==> src/rtl/wg_pkg.sv <==
package wg_pkg;
  parameter int NUM_POTS   = 4;
  parameter int CODE_W     = 8;
  localparam int SEL_W     = $clog2(NUM_POTS);
  localparam logic [CODE_W-1:0] MID_CODE = CODE_W'(1 << (CODE_W - 1));

  typedef struct packed {
    logic              wiperWe;
    logic [SEL_W-1:0]  wiperSel;
    logic [CODE_W-1:0] wiperVal;
    logic              dataWe;
    logic [SEL_W-1:0]  dataSel;
    logic [CODE_W-1:0] dataVal;
  } wg_strobe_t;
endpackage

==> src/rtl/wg_ctrl.sv <==
module wg_ctrl
  import wg_pkg::*;
#(
  parameter int WRITE_CYCLES = 20
) (
  input  logic              clk,
  input  logic              rstN,
  input  logic              csN,
  input  logic              wpN,
  input  logic              byteAligned,
  input  logic              reqValid,
  input  logic              reqIsData,
  input  logic [SEL_W-1:0]  reqSel,
  input  logic [CODE_W-1:0] reqVal,
  output wg_strobe_t        strb,
  output logic              busy,
  output logic              standby
);
  localparam int CNT_W = $clog2(WRITE_CYCLES + 1);

  logic              csPrev;
  logic              pendValid;
  logic [SEL_W-1:0]  pendSel;
  logic [CODE_W-1:0] pendVal;
  logic [SEL_W-1:0]  wrSel;
  logic [CODE_W-1:0] wrVal;
  logic [CNT_W-1:0]  cnt;

  logic csRise, csFall, dataAccept, startNow;

  assign csRise     = csN && !csPrev;
  assign csFall     = !csN && csPrev;
  assign dataAccept = reqValid && reqIsData && !csN && wpN && !busy;
  assign startNow   = csRise && pendValid && byteAligned && wpN && !busy;

  // Pending write capture: protect low or chip-select rise always clears it
  always_ff @(posedge clk) begin
    if (!rstN) begin
      csPrev    <= 1'b1;
      pendValid <= 1'b0;
      pendSel   <= '0;
      pendVal   <= '0;
    end else begin
      csPrev <= csN;
      if (csRise || !wpN) begin
        pendValid <= 1'b0;
      end else if (dataAccept) begin
        pendValid <= 1'b1;
        pendSel   <= reqSel;
        pendVal   <= reqVal;
      end else if (csFall) begin
        pendValid <= 1'b0;
      end
    end
  end

  // Timed internal write cycle; snapshot decouples it from protect
  always_ff @(posedge clk) begin
    if (!rstN) begin
      busy  <= 1'b0;
      cnt   <= '0;
      wrSel <= '0;
      wrVal <= '0;
    end else if (startNow) begin
      busy  <= 1'b1;
      cnt   <= CNT_W'(WRITE_CYCLES - 1);
      wrSel <= pendSel;
      wrVal <= pendVal;
    end else if (busy) begin
      if (cnt == '0) busy <= 1'b0;
      else           cnt  <= cnt - 1'b1;
    end
  end

  always_comb begin
    strb.wiperWe  = reqValid && !reqIsData && !csN;
    strb.wiperSel = reqSel;
    strb.wiperVal = reqVal;
    strb.dataWe   = busy && (cnt == '0);
    strb.dataSel  = wrSel;
    strb.dataVal  = wrVal;
  end

  assign standby = csN && !busy && !startNow;

  // A cycle may only begin on released chip select with protect high
  assert_start_guard_R4: assert property (@(posedge clk) disable iff (!rstN)
    $rose(busy) |-> ($past(csN) && $past(wpN) && $past(byteAligned)));
  assert_start_protect_R6: assert property (@(posedge clk) disable iff (!rstN)
    $rose(busy) |-> $past(wpN));
  // Nothing may be pending while a cycle runs
  assert_busy_no_pend_R8: assert property (@(posedge clk) disable iff (!rstN)
    busy |-> !pendValid);
  // The end of a cycle always coincides with a retained write
  assert_end_commits_R4: assert property (@(posedge clk) disable iff (!rstN)
    $fell(busy) |-> $past(strb.dataWe));
  assert_standby_idle_R9: assert property (@(posedge clk) disable iff (!rstN)
    busy |-> !standby);
endmodule

==> src/rtl/wg_datapath.sv <==
module wg_datapath
  import wg_pkg::*;
(
  input  logic                       clk,
  input  logic                       rstN,
  input  wg_strobe_t                 strb,
  output logic [NUM_POTS*CODE_W-1:0] wiperCodes,
  output logic [NUM_POTS*CODE_W-1:0] dataCodes
);
  logic [CODE_W-1:0] wiperRegs [NUM_POTS];
  logic [CODE_W-1:0] dataRegs  [NUM_POTS];

  for (genvar ch = 0; ch < NUM_POTS; ch++) begin : g_chan
    always_ff @(posedge clk) begin
      if (!rstN) begin
        wiperRegs[ch] <= MID_CODE;
        dataRegs[ch]  <= MID_CODE;
      end else begin
        if (strb.wiperWe && (strb.wiperSel == SEL_W'(ch))) wiperRegs[ch] <= strb.wiperVal;
        if (strb.dataWe && (strb.dataSel == SEL_W'(ch)))   dataRegs[ch]  <= strb.dataVal;
      end
    end
    assign wiperCodes[ch*CODE_W +: CODE_W] = wiperRegs[ch];
    assign dataCodes[ch*CODE_W +: CODE_W]  = dataRegs[ch];

    // Retained codes move only on a commit strobe
    assert_data_hold_R3: assert property (@(posedge clk) disable iff (!rstN)
      !(strb.dataWe && (strb.dataSel == SEL_W'(ch))) |=> $stable(dataRegs[ch]));
    assert_wiper_load_R2: assert property (@(posedge clk) disable iff (!rstN)
      (strb.wiperWe && (strb.wiperSel == SEL_W'(ch))) |=> (wiperRegs[ch] == $past(strb.wiperVal)));
  end
endmodule

==> src/rtl/wiper_guard.sv <==
module wiper_guard
  import wg_pkg::*;
#(
  parameter int WRITE_CYCLES = 20
) (
  input  logic                       clk,
  input  logic                       rstN,
  input  logic                       csN,
  input  logic                       wpN,
  input  logic                       byteAligned,
  input  logic                       reqValid,
  input  logic                       reqIsData,
  input  logic [SEL_W-1:0]           reqSel,
  input  logic [CODE_W-1:0]          reqVal,
  output logic [NUM_POTS*CODE_W-1:0] wiperCodes,
  output logic [NUM_POTS*CODE_W-1:0] dataCodes,
  output logic                       busy,
  output logic                       standby
);
  wg_strobe_t strb;

  wg_ctrl #(.WRITE_CYCLES(WRITE_CYCLES)) u_ctrl (
    .clk(clk), .rstN(rstN), .csN(csN), .wpN(wpN), .byteAligned(byteAligned),
    .reqValid(reqValid), .reqIsData(reqIsData), .reqSel(reqSel), .reqVal(reqVal),
    .strb(strb), .busy(busy), .standby(standby)
  );

  wg_datapath u_dp (
    .clk(clk), .rstN(rstN), .strb(strb),
    .wiperCodes(wiperCodes), .dataCodes(dataCodes)
  );
endmodule

==> config.mk <==
export PLATFORM = sky130hd
export DESIGN_NAME = wiper_guard
export DESIGN_NICKNAME = d
export VERILOG_FILES = /design/src/rtl/wg_pkg.sv /design/src/rtl/wg_ctrl.sv /design/src/rtl/wg_datapath.sv /design/src/rtl/wiper_guard.sv
export SDC_FILE = /design/constraint.sdc
export NUM_CORES = 1
export LEC_CHECK = 0
export BUFFER_PORTS_ARGS = -buffer_cell sky130_fd_sc_hd__buf_4
export CAP_MARGIN = 20
export CORE_MARGIN = 4
export CORE_UTILIZATION = 50
export CTS_CLUSTER_SIZE = 20
export DETAILED_ROUTE_END_ITERATION = 10
export PLACE_DENSITY = 0.78
export SYNTH_ARGS = -nofsm -noshare
export SYNTH_HDL_FRONTEND = slang
export SYNTH_SLANG_ARGS = --single-unit
==> constraint.sdc <==
create_clock -name clk -period 7.2 [get_ports clk]
set_clock_uncertainty 0.2 [all_clocks]
set_input_delay 1.44 -clock clk [delete_from_list [all_inputs] [get_ports clk]]
set_output_delay 1.44 -clock clk [all_outputs]
set_load 0.005 [all_outputs]
==> impl_results.md, run 1 <==
* P per Cell Area at 213 nW/um2
* Gate Count Post-Synth at 292
* Layout cells sized above 1 at 0.289
* Post-synthesis cell type count at 36
* Arrival time at the worst endpoint at 2470 ps
* Post-Route WL at 7590 um
* Leakage at 1.78 nW
* Tightest Hold Check Type: register to register
* Row count at 31
* DR vias at 2516
* Fin Hold WS at 272 ps
* Global route overflow at 0
* GPL Wtd Cong at 0.762
* R2r setup slk at 4770 ps
* Cell area after synthesis at 3730 um2
* Area of the multi-input gates at 1180 um2
* Mux contribution to synthesized area at 0
* Crit-path max FO at 12
* Finished Layout Cells at 483
* CTS tree: built
* Largest net degree at the start of global routing at 29
* Slowest stage cell, crit path: nand4b_1
* Number of flops mapped to enable cells by yosys at 64
* CTS Buf Count at 9
* Initial antenna violation count at 0
* Achievable Freq at 243 MHz
* Dpl hpwl at 5490 um
* Setup violations, final at 0
* Number of port buffers at 82
* Clock Path Buffers at 2
* Fill count at 583
* DRC viols at 0
* Vias in the first global route at 2400
* Syn Nets at 310
* Setup Buffers After CTS at 0
* Synth Flop Type: edfxtp_1
* Register area share after synthesis at 0.666
* Adder-Cell Fraction of Synth Area at 0.00335
* Number of iterations in the first detailed-routing pass at 4
* Worst slew pin tran at 1050 ps
* Clock latency on the worst-skew pair at 340 ps
* Most used cell, CP: buf_4
* Cts hold-fix bufs at 0
* Critical path buffer and inverter count at 2
* TNS Setup at 0 ps
* FF+latch count, synth at 92
* Synthesized area per cell at 12.8 um2
* Nature of the critical path startpoint: primary input
* Max-cap violations at 0
* Simple-Gate Fraction of Synth Area at 0.215
* Critical path class: primary input to primary output
* Fin nets at 397
* Clk slew on worst S/H paths at 80 ps
* Count of placed standard cells including taps at 461
* First-pass GRT wire length at 12300 um
* Compound-Gate Fraction of Synth Area at 0.0966
* Asr flop ratio synth at 0
* Peak VDD IR at 0.145 mV
* Post-Route Utilization at 0.643
* Commonest non-fill, non-tap cell in the layout: buf_4
* Crit path time final at 4110 ps
* Worst EP required at 5560 ps
* DR iter-0 viols at 134
* Die area at 8910 um2
* Leading cell types in the layout, fill and taps excluded: buf_4, edfxtp_1, and2_1
* H-tree depth at 3
* Headroom to the max-slew limit at 0.293
* Core ar. at 7250 um2
* Max Slew Vio Count at 0
* Max stage delay on crit path at 340 ps
* Vias per std cell at 5.21
* Critical path cell sequence: buf_4 -> nand4b_1 -> nor2_1 -> nor3b_1 -> buf_4
* Largest family of logic cells by synthesized area: simple AND/OR/NAND/NOR gates
* Antenna Violating Nets Remaining at 0
* Starting Density at 0.514
* Status: complete, no violations
* Critical Path Sink Type: primary output
* Yosys warns at 0
* # IOs at 83
* Die height at 94.4 um
* Width of the die at 94.4 um
* Clk sink count at 92
* RSZ-0062 raised after global routing: false
* Antenna diodes at 0
* P&R area growth vs syn at 25.0%
* XOR/XNOR share of the synthesized area at 0
* Reg area at 2480 um2
* CP top delay family: simple AND/OR/NAND/NOR gates
* GR Util All Layers at 0.181
* WL/cell at 15.7 um
* Final Cycle Share at 0.571
* Post_cts resized at 0
* Final Hold Vio Count at 0
* CTS root buffer: clkbuf_8
stage by stage:
| stage | worst slack [ps] | power [mW] | instance area [um2] |
|---|---|---|---|
| finish | 3090 | 0.995 | 4660 |
| global route | 2920 | 1.04 | 4660 |
| CTS | 3090 | 1.00 | 4630 |
| detailed placement | 3090 | 0.665 | 4430 |
| global placement | 3160 | 0.663 | 4430 |
| floorplan | 3720 | 0.621 | 3730 |
synth_stat cells, types with 2 or more instances:
library cell	n	area share
clkbuf_1	12	0.012
or4b_1	2	0.0054
nand2_1	7	0.0070
a21boi_0	10	0.020
or3b_2	2	0.0047
nand3_1	11	0.015
a21oi_1	13	0.017
and3_1	11	0.018
nand4b_1	2	0.0047
inv_1	5	0.0050
dfxtp_1	28	0.15
nor2_1	5	0.0050
nand2b_1	10	0.017
o21a_1	11	0.022
and2_1	57	0.096
o21ai_0	19	0.025
edfxtp_1	64	0.52
nor4b_2	2	0.0081
or3_1	4	0.0067
layout make-up:
class                      count  share of cell area
timing repair buffer          89               0.141
sequential                    92               0.532
tap                           99              0.0266
clock buffer                  10              0.0274
inverter                       5             0.00403
clock inverter                 6              0.0153
multi-input combinational    182               0.254
power by group:
group	internal [mW]	switching (mW)
Combinational	0.0325	0.0325
Clock	0.164	0.178
Sequential	0.582	0.00603
cells by family after synthesis:
logic type,count (synthesis)
flip-flops,92
buffers and inverters,18
adder cells (fa/ha/maj),1
AND/OR/NAND/NOR,123
AO/OA/AOI/OAI,58
tightest hold or removal path, cell delays in order, from the launching register on:
cell and delay, ps:
dfxtp_1 310, nand3_1 60, a21oi_1 50
path summary, 6_finish.rpt:
path              cells past startpoint                   to         startpoint
setup / recovery                      5              standby                csN
hold / removal                        2      u_ctrl.wrVal[1]  u_ctrl.pendVal[1]
setup reg to reg                      6  u_dp.dataRegs[2][1]      u_ctrl.cnt[0]
hold reg to reg                       2      u_ctrl.wrVal[1]  u_ctrl.pendVal[1]
per-layer routing:
metal | routed length, um | part of all wire | global-route usage | vias to the layer above
li1 | - | - | - | 1238
met5 | 0 | 0 | 0 | -
met2 | 3770 | 0.50 | 0.292 | 65
met3 | 416 | 0.055 | 0.0390 | 7
met1 | 3360 | 0.44 | 0.252 | 1206
met4 | 41 | 0.0054 | 0.0457 | 0
flip-flops by register name, indices dropped and copies added (netlist names):
signal and count:
u_ctrl.pendValid 1, u_ctrl.cnt 5, u_ctrl.pendSel 2, u_dp.dataRegs 32, u_ctrl.pendVal 8, u_ctrl.busy 1
u_ctrl.wrVal 8, u_ctrl.csPrev 1, u_dp.wiperRegs 32, u_ctrl.wrSel 2
Note: power is estimated with default switching activity, not from simulation.
==> run 2, diff against run 1 <==
Settings changed: ABC_AREA set to 1.
Clock period 7.2 ns to 3.8 ns, I/O delays scaled along.
==> run 2 against run 1 <==
Via count up 1.3%. Synthesized cell count increased by 8.2%. Count of clock-buffer cells in the layout shrank 1. Register-to-register slack got worse by 3000 ps. Utilization rose by 1.0 points. Sequential cell count is the same. Critical path type is now register to primary output.
==> impl_results.md, run 2 <==
* Leading cell types in the layout, fill and taps excluded: nor2_1, buf_4, edfxtp_1
* Cell accounting for the most synthesized area: edfxtp_1
* Max-cap violations at 0
* RSZ-0062 raised after global routing: false
* Initial antenna violation count at 0
* Register area share after synthesis at 0.707
* Largest net degree at the start of global routing at 37
* Nature of the critical path startpoint: register
* Worst reg2reg startpoint: u_ctrl.cnt[0]
* Starting Density at 0.517
* CTS Buf Count at 9
* Peak VDD IR at 0.227 mV
* Crit-path max FO at 25
* Cts hold-fix bufs at 0
* Tightest Hold Check Type: register to register
* DR vias at 2549
* Final Hold Vio Count at 0
* WL/cell at 14.8 um
* Number of port buffers at 82
* Max stage delay on crit path at 570 ps
* Clk sink count at 92
* Yosys warns at 0
* Vias per std cell at 5.05
* Slowest stage cell, crit path: dfxtp_1
* Synthesized area per cell at 11.1 um2
* Core ar. at 6790 um2
* Asr flop ratio synth at 0
* Commonest cells in the netlist: nor2_1, edfxtp_1, dfxtp_1
* Critical Path Sink Type: primary output
* # IOs at 83
* Worst EP required at 2840 ps
* Arrival time at the worst endpoint at 1730 ps
* Fill count at 529
* First-pass GRT wire length at 12000 um
* Post_cts resized at 0
* Post-Route WL at 7460 um
* Width of the die at 91.8 um
* H-tree depth at 3
* Achievable Freq at 372 MHz
* CP top delay family: simple AND/OR/NAND/NOR gates
* Cell area after synthesis at 3510 um2
* GR Util All Layers at 0.184
* Row count at 30
* Headroom to the max-slew limit at 0.651
* Biggest registers after layout: u_dp.dataRegs: 32 flops, u_dp.wiperRegs: 32 flops
* CTS tree: built
* Clock Path Buffers at 2
* Place WS at 1150 ps
* Most common cell in the synthesized netlist: nor2_1
* Number of flops mapped to enable cells by yosys at 64
* Antenna diodes at 0
* Most used cell, CP: nor2_1
* Vias in the first global route at 2557
* Fin nets at 422
* Gate Count Post-Synth at 316
* FF+latch count, synth at 92
* Global route overflow at 0
* Synth Flop Type: edfxtp_1
* Die height at 91.8 um
* Worst slew pin tran at 521 ps
* P&R area growth vs syn at 26.3%
* Yosys top cell area share at 0.547
* Clk slew on worst S/H paths at 90 ps
* Post-synthesis cell type count at 24
* DRC viols at 0
* Layout cells sized above 1 at 0.293
* Status: complete, no violations
* Final Cycle Share at 0.707
* Crit path time final at 2690 ps
* Clock latency on the worst-skew pair at 360 ps
* Die area at 8430 um2
* Critical path class: register to primary output
* CTS root buffer: clkbuf_8
* Beginning of the worst hold path: u_ctrl.cnt[4]
* Setup violations, final at 0
* Setup Buffers After CTS at 0
* Commonest non-fill, non-tap cell in the layout: nor2_1
* P per Cell Area at 432 nW/um2
* Max Slew Vio Count at 0
* Leakage at 1.74 nW
* GPL Wtd Cong at 0.772
* Critical path launch point: u_ctrl.busy
* Final worst slack at 1110 ps
* Critical path cell sequence: nor2_1 -> nand2_2 -> nand2_1 -> nor2_1 -> buf_4
* Dpl hpwl at 5450 um
* Syn Nets at 334
* Number of iterations in the first detailed-routing pass at 5
* TNS Setup at 0 ps
* DR iter-0 viols at 157
* Critical path buffer and inverter count at 1
* Synth top area cells: edfxtp_1, dfxtp_1, nor2_1
* Antenna Violating Nets Remaining at 0
## run 2: final timing paths
check / endpoint / slack, ps / cells after the start
min: u_ctrl.cnt[4] / 290 / 2
min reg2reg: u_ctrl.cnt[4] / 290 / 2
max: standby / 1110 / 5
max reg2reg: u_dp.dataRegs[2][6] / 1760 / 5
## run 2: per-stage QoR
step	util	power, mW	hold WS [ps]	cells	cell area [um2]
4_1_cts	0.650	1.92	293	502	4420
3_3_place_gp	0.620	1.26	273	486	4210
6_report	0.653	1.92	288	505	4440
3_5_place_dp	0.620	1.26	276	486	4210
5_1_grt	0.653	1.98	312	505	4440
2_1_floorplan	-	1.18	250	316	3510
## run 2: per-layer routing
layer,part of all wire,vias up,GRT usage,wire (um)
met2,0.51,83,0.315,3790
li1,-,1234,-,-
met1,0.40,1214,0.212,3000
met5,0,-,0,0
met3,0.063,18,0.0394,471
met4,0.027,0,0.109,199
## run 2: layout make-up
class	count	area, um2	share of cell area
clock buffers	9	124	0.0279
clock inverters	7	81.3	0.0183
inverters	33	124	0.0279
multi-input cells	183	870	0.196
flip-flops and latches	92	2480	0.560
well taps	96	120	0.0271
repair buffers	85	636	0.143
## run 2: kinds of logic after synthesis
family | share of synthesized area
xor+xnor | 0.00249
compound gates | 0.0577
fa+ha+maj | 0.00356
simple gates | 0.184
flops | 0.707
buf+inv | 0.0456
## run 2: report_power, final
group | internal, mW | switching, mW | leakage (nW)
clock network | 0.316 | 0.361 | 0.107
registers | 1.10 | 0.0125 | 0.851
logic | 0.0589 | 0.0671 | 0.785
total | 1.48 | 0.441 | 1.74
## run 2: tightest hold or removal path, cell delays in order, from the launching register on
cell	delay, ps
dfxtp_1	330
nand2_1	70
a21oi_1	50
==> run 3, diff against run 2 <==
Settings changed: CORE_UTILIZATION 50 to 48.
Clock period 3.8 ns to 2.45 ns, I/O delays scaled along.
==> run 3 against run 2 <==
Sequential cell count unchanged. Worst hold slack worse by 110 ps. Final cell count unchanged. Total power up 57%. Critical path depth unchanged. First-iteration DRC count shrank 13%. Register-to-register slack worse by 1100 ps. Setup slack got worse by 760 ps. Sequential share of layout area fell by 0.22 points. Combinational power is 54% higher. Final area is 0.39% higher.
==> impl_results.md, run 3 (synthesis results as in run 2) <==
* Status: complete, no violations
* Fin Hold WS at 183 ps
* Seq pwr share at 0.574
* Vias in the first global route at 2418
* CTS tree: built
* DR iter-0 viols at 136
* Clock Path Buffers at 2
* Final worst slack at 357 ps
* Initial antenna violation count at 0
* H-tree depth at 3
* Leading cell types in the layout, fill and taps excluded: nor2_1, buf_4, edfxtp_1
* Antenna Violating Nets Remaining at 0
* Peak VDD IR at 0.406 mV
* Max Slew Vio Count at 0
* Layout cells sized above 1 at 0.291
* Post-Route Utilization at 0.641
* Critical path class: register to primary output
* Clk slew on worst S/H paths at 90 ps
* Width of the die at 93.5 um
* Fin nets at 423
* Dpl hpwl at 5210 um
* Tightest Hold Check Type: primary input to register
* Critical Path Sink Type: primary output
* Place WS at 396 ps
* Number of iterations in the first detailed-routing pass at 4
* Nature of the critical path startpoint: register
* Final Hold Vio Count at 0
* Core ar. at 6940 um2
* Area of the multi-input gates at 870 um2
* Dpl cell area at 4240 um2
* Worst slew pin tran at 541 ps
* Vias per std cell at 4.93
* Global route overflow at 0
* Starting Density at 0.506
* Arrival time at the worst endpoint at 1400 ps
* Count of placed standard cells including taps at 490
* Cts hold-fix bufs at 0
* Largest net degree at the start of global routing at 37
* Clock share of power at 0.362
* GPL Wtd Cong at 0.850
* P per Cell Area at 677 nW/um2
* CTS root buffer: clkbuf_8
* Die area at 8750 um2
* Reg area at 2480 um2
* Setup Buffers After CTS at 0
* Fill count at 534
* Max-cap violations at 0
* Worst EP required at 1760 ps
* Beginning of the worst hold path: csN
* Overall power at 3.02 mW
* P&R area growth vs syn at 26.8%
* Antenna diodes at 0
* Headroom to the max-slew limit at 0.638
* RSZ-0062 raised after global routing: false
* Crit path time final at 2090 ps
* Commonest non-fill, non-tap cell in the layout: nor2_1
* CTS Buf Count at 9
* Biggest registers after layout: u_dp.dataRegs: 32 flops, u_dp.wiperRegs: 32 flops
* TNS Setup at 0 ps
* Die height at 93.5 um
* Switch Pwr at 642 uW
* First-pass GRT wire length at 11400 um
* Critical path launch point: u_ctrl.busy
* Achievable Freq at 478 MHz
* Finished Layout Cells at 505
* Sw frac at 0.213
* # IOs at 83
* Clock latency on the worst-skew pair at 350 ps
* Clk sink count at 92
* DR vias at 2489
* Cell internal pwr at 2.37 mW
* Leakage at 1.74 nW
* Comb power frac at 0.064
* Final Cycle Share at 0.854
* Number of port buffers at 82
* Worst reg2reg startpoint: u_ctrl.cnt[0]
* Post_cts resized at 0
* DRC viols at 0
* GR Util All Layers at 0.172
* Setup violations, final at 0
* Row count at 30
* Crit-path max FO at 12
* WL/cell at 14.1 um
* Post-Route WL at 7110 um
* Final instance area at 4450 um2
-- run 3: changes by cell type in the layout (fill, tap and decap cells not counted), sizes merged --
cell      change
clkinvlp      +1
buf           +3
clkbuf        -2
bufinv        +1
inv           -3
-- run 3: power by group through the flow --
| stage | logic [mW] | clock network, mW | registers [mW] |
|---|---|---|---|
| 2_1_floorplan | 0.0627 | 0 | 1.77 |
| 3_3_place_gp | 0.192 | 0 | 1.77 |
| 3_5_place_dp | 0.196 | 0 | 1.77 |
| 4_1_cts | 0.196 | 1.10 | 1.73 |
| 5_1_grt | 0.212 | 1.16 | 1.74 |
| 6_report | 0.194 | 1.09 | 1.73 |
-- run 3: per-layer routing --
layer	wire (um)	GRT usage	vias to the layer above
met5	0	0	-
met4	138	0.0939	0
met3	482	0.0402	15
met2	3570	0.279	84
met1	2910	0.212	1154
li1	-	-	1236
-- run 3: final timing paths --
path	slack, ps	end	cells past startpoint
setup / recovery	360	standby	5
hold / removal	180	u_ctrl.csPrev	2
setup reg to reg	620	u_dp.dataRegs[3][7]	6
hold reg to reg	290	u_ctrl.cnt[4]	2
-- run 3: worst max-delay path, cell delays in order, from the launching register on --
cell,delay (ps)
dfxtp_1,580
nor2_1,130
nand2_2,90
nand2_1,50
nor2_1,80
buf_4,120
-- run 3: cell type report --
type,count,area share
clock buffer,9,0.0278
clock inverter,6,0.0199
multi-input combinational,183,0.195
timing repair buffer,86,0.145
inverter,33,0.0278
sequential,92,0.557
tap,96,0.0270
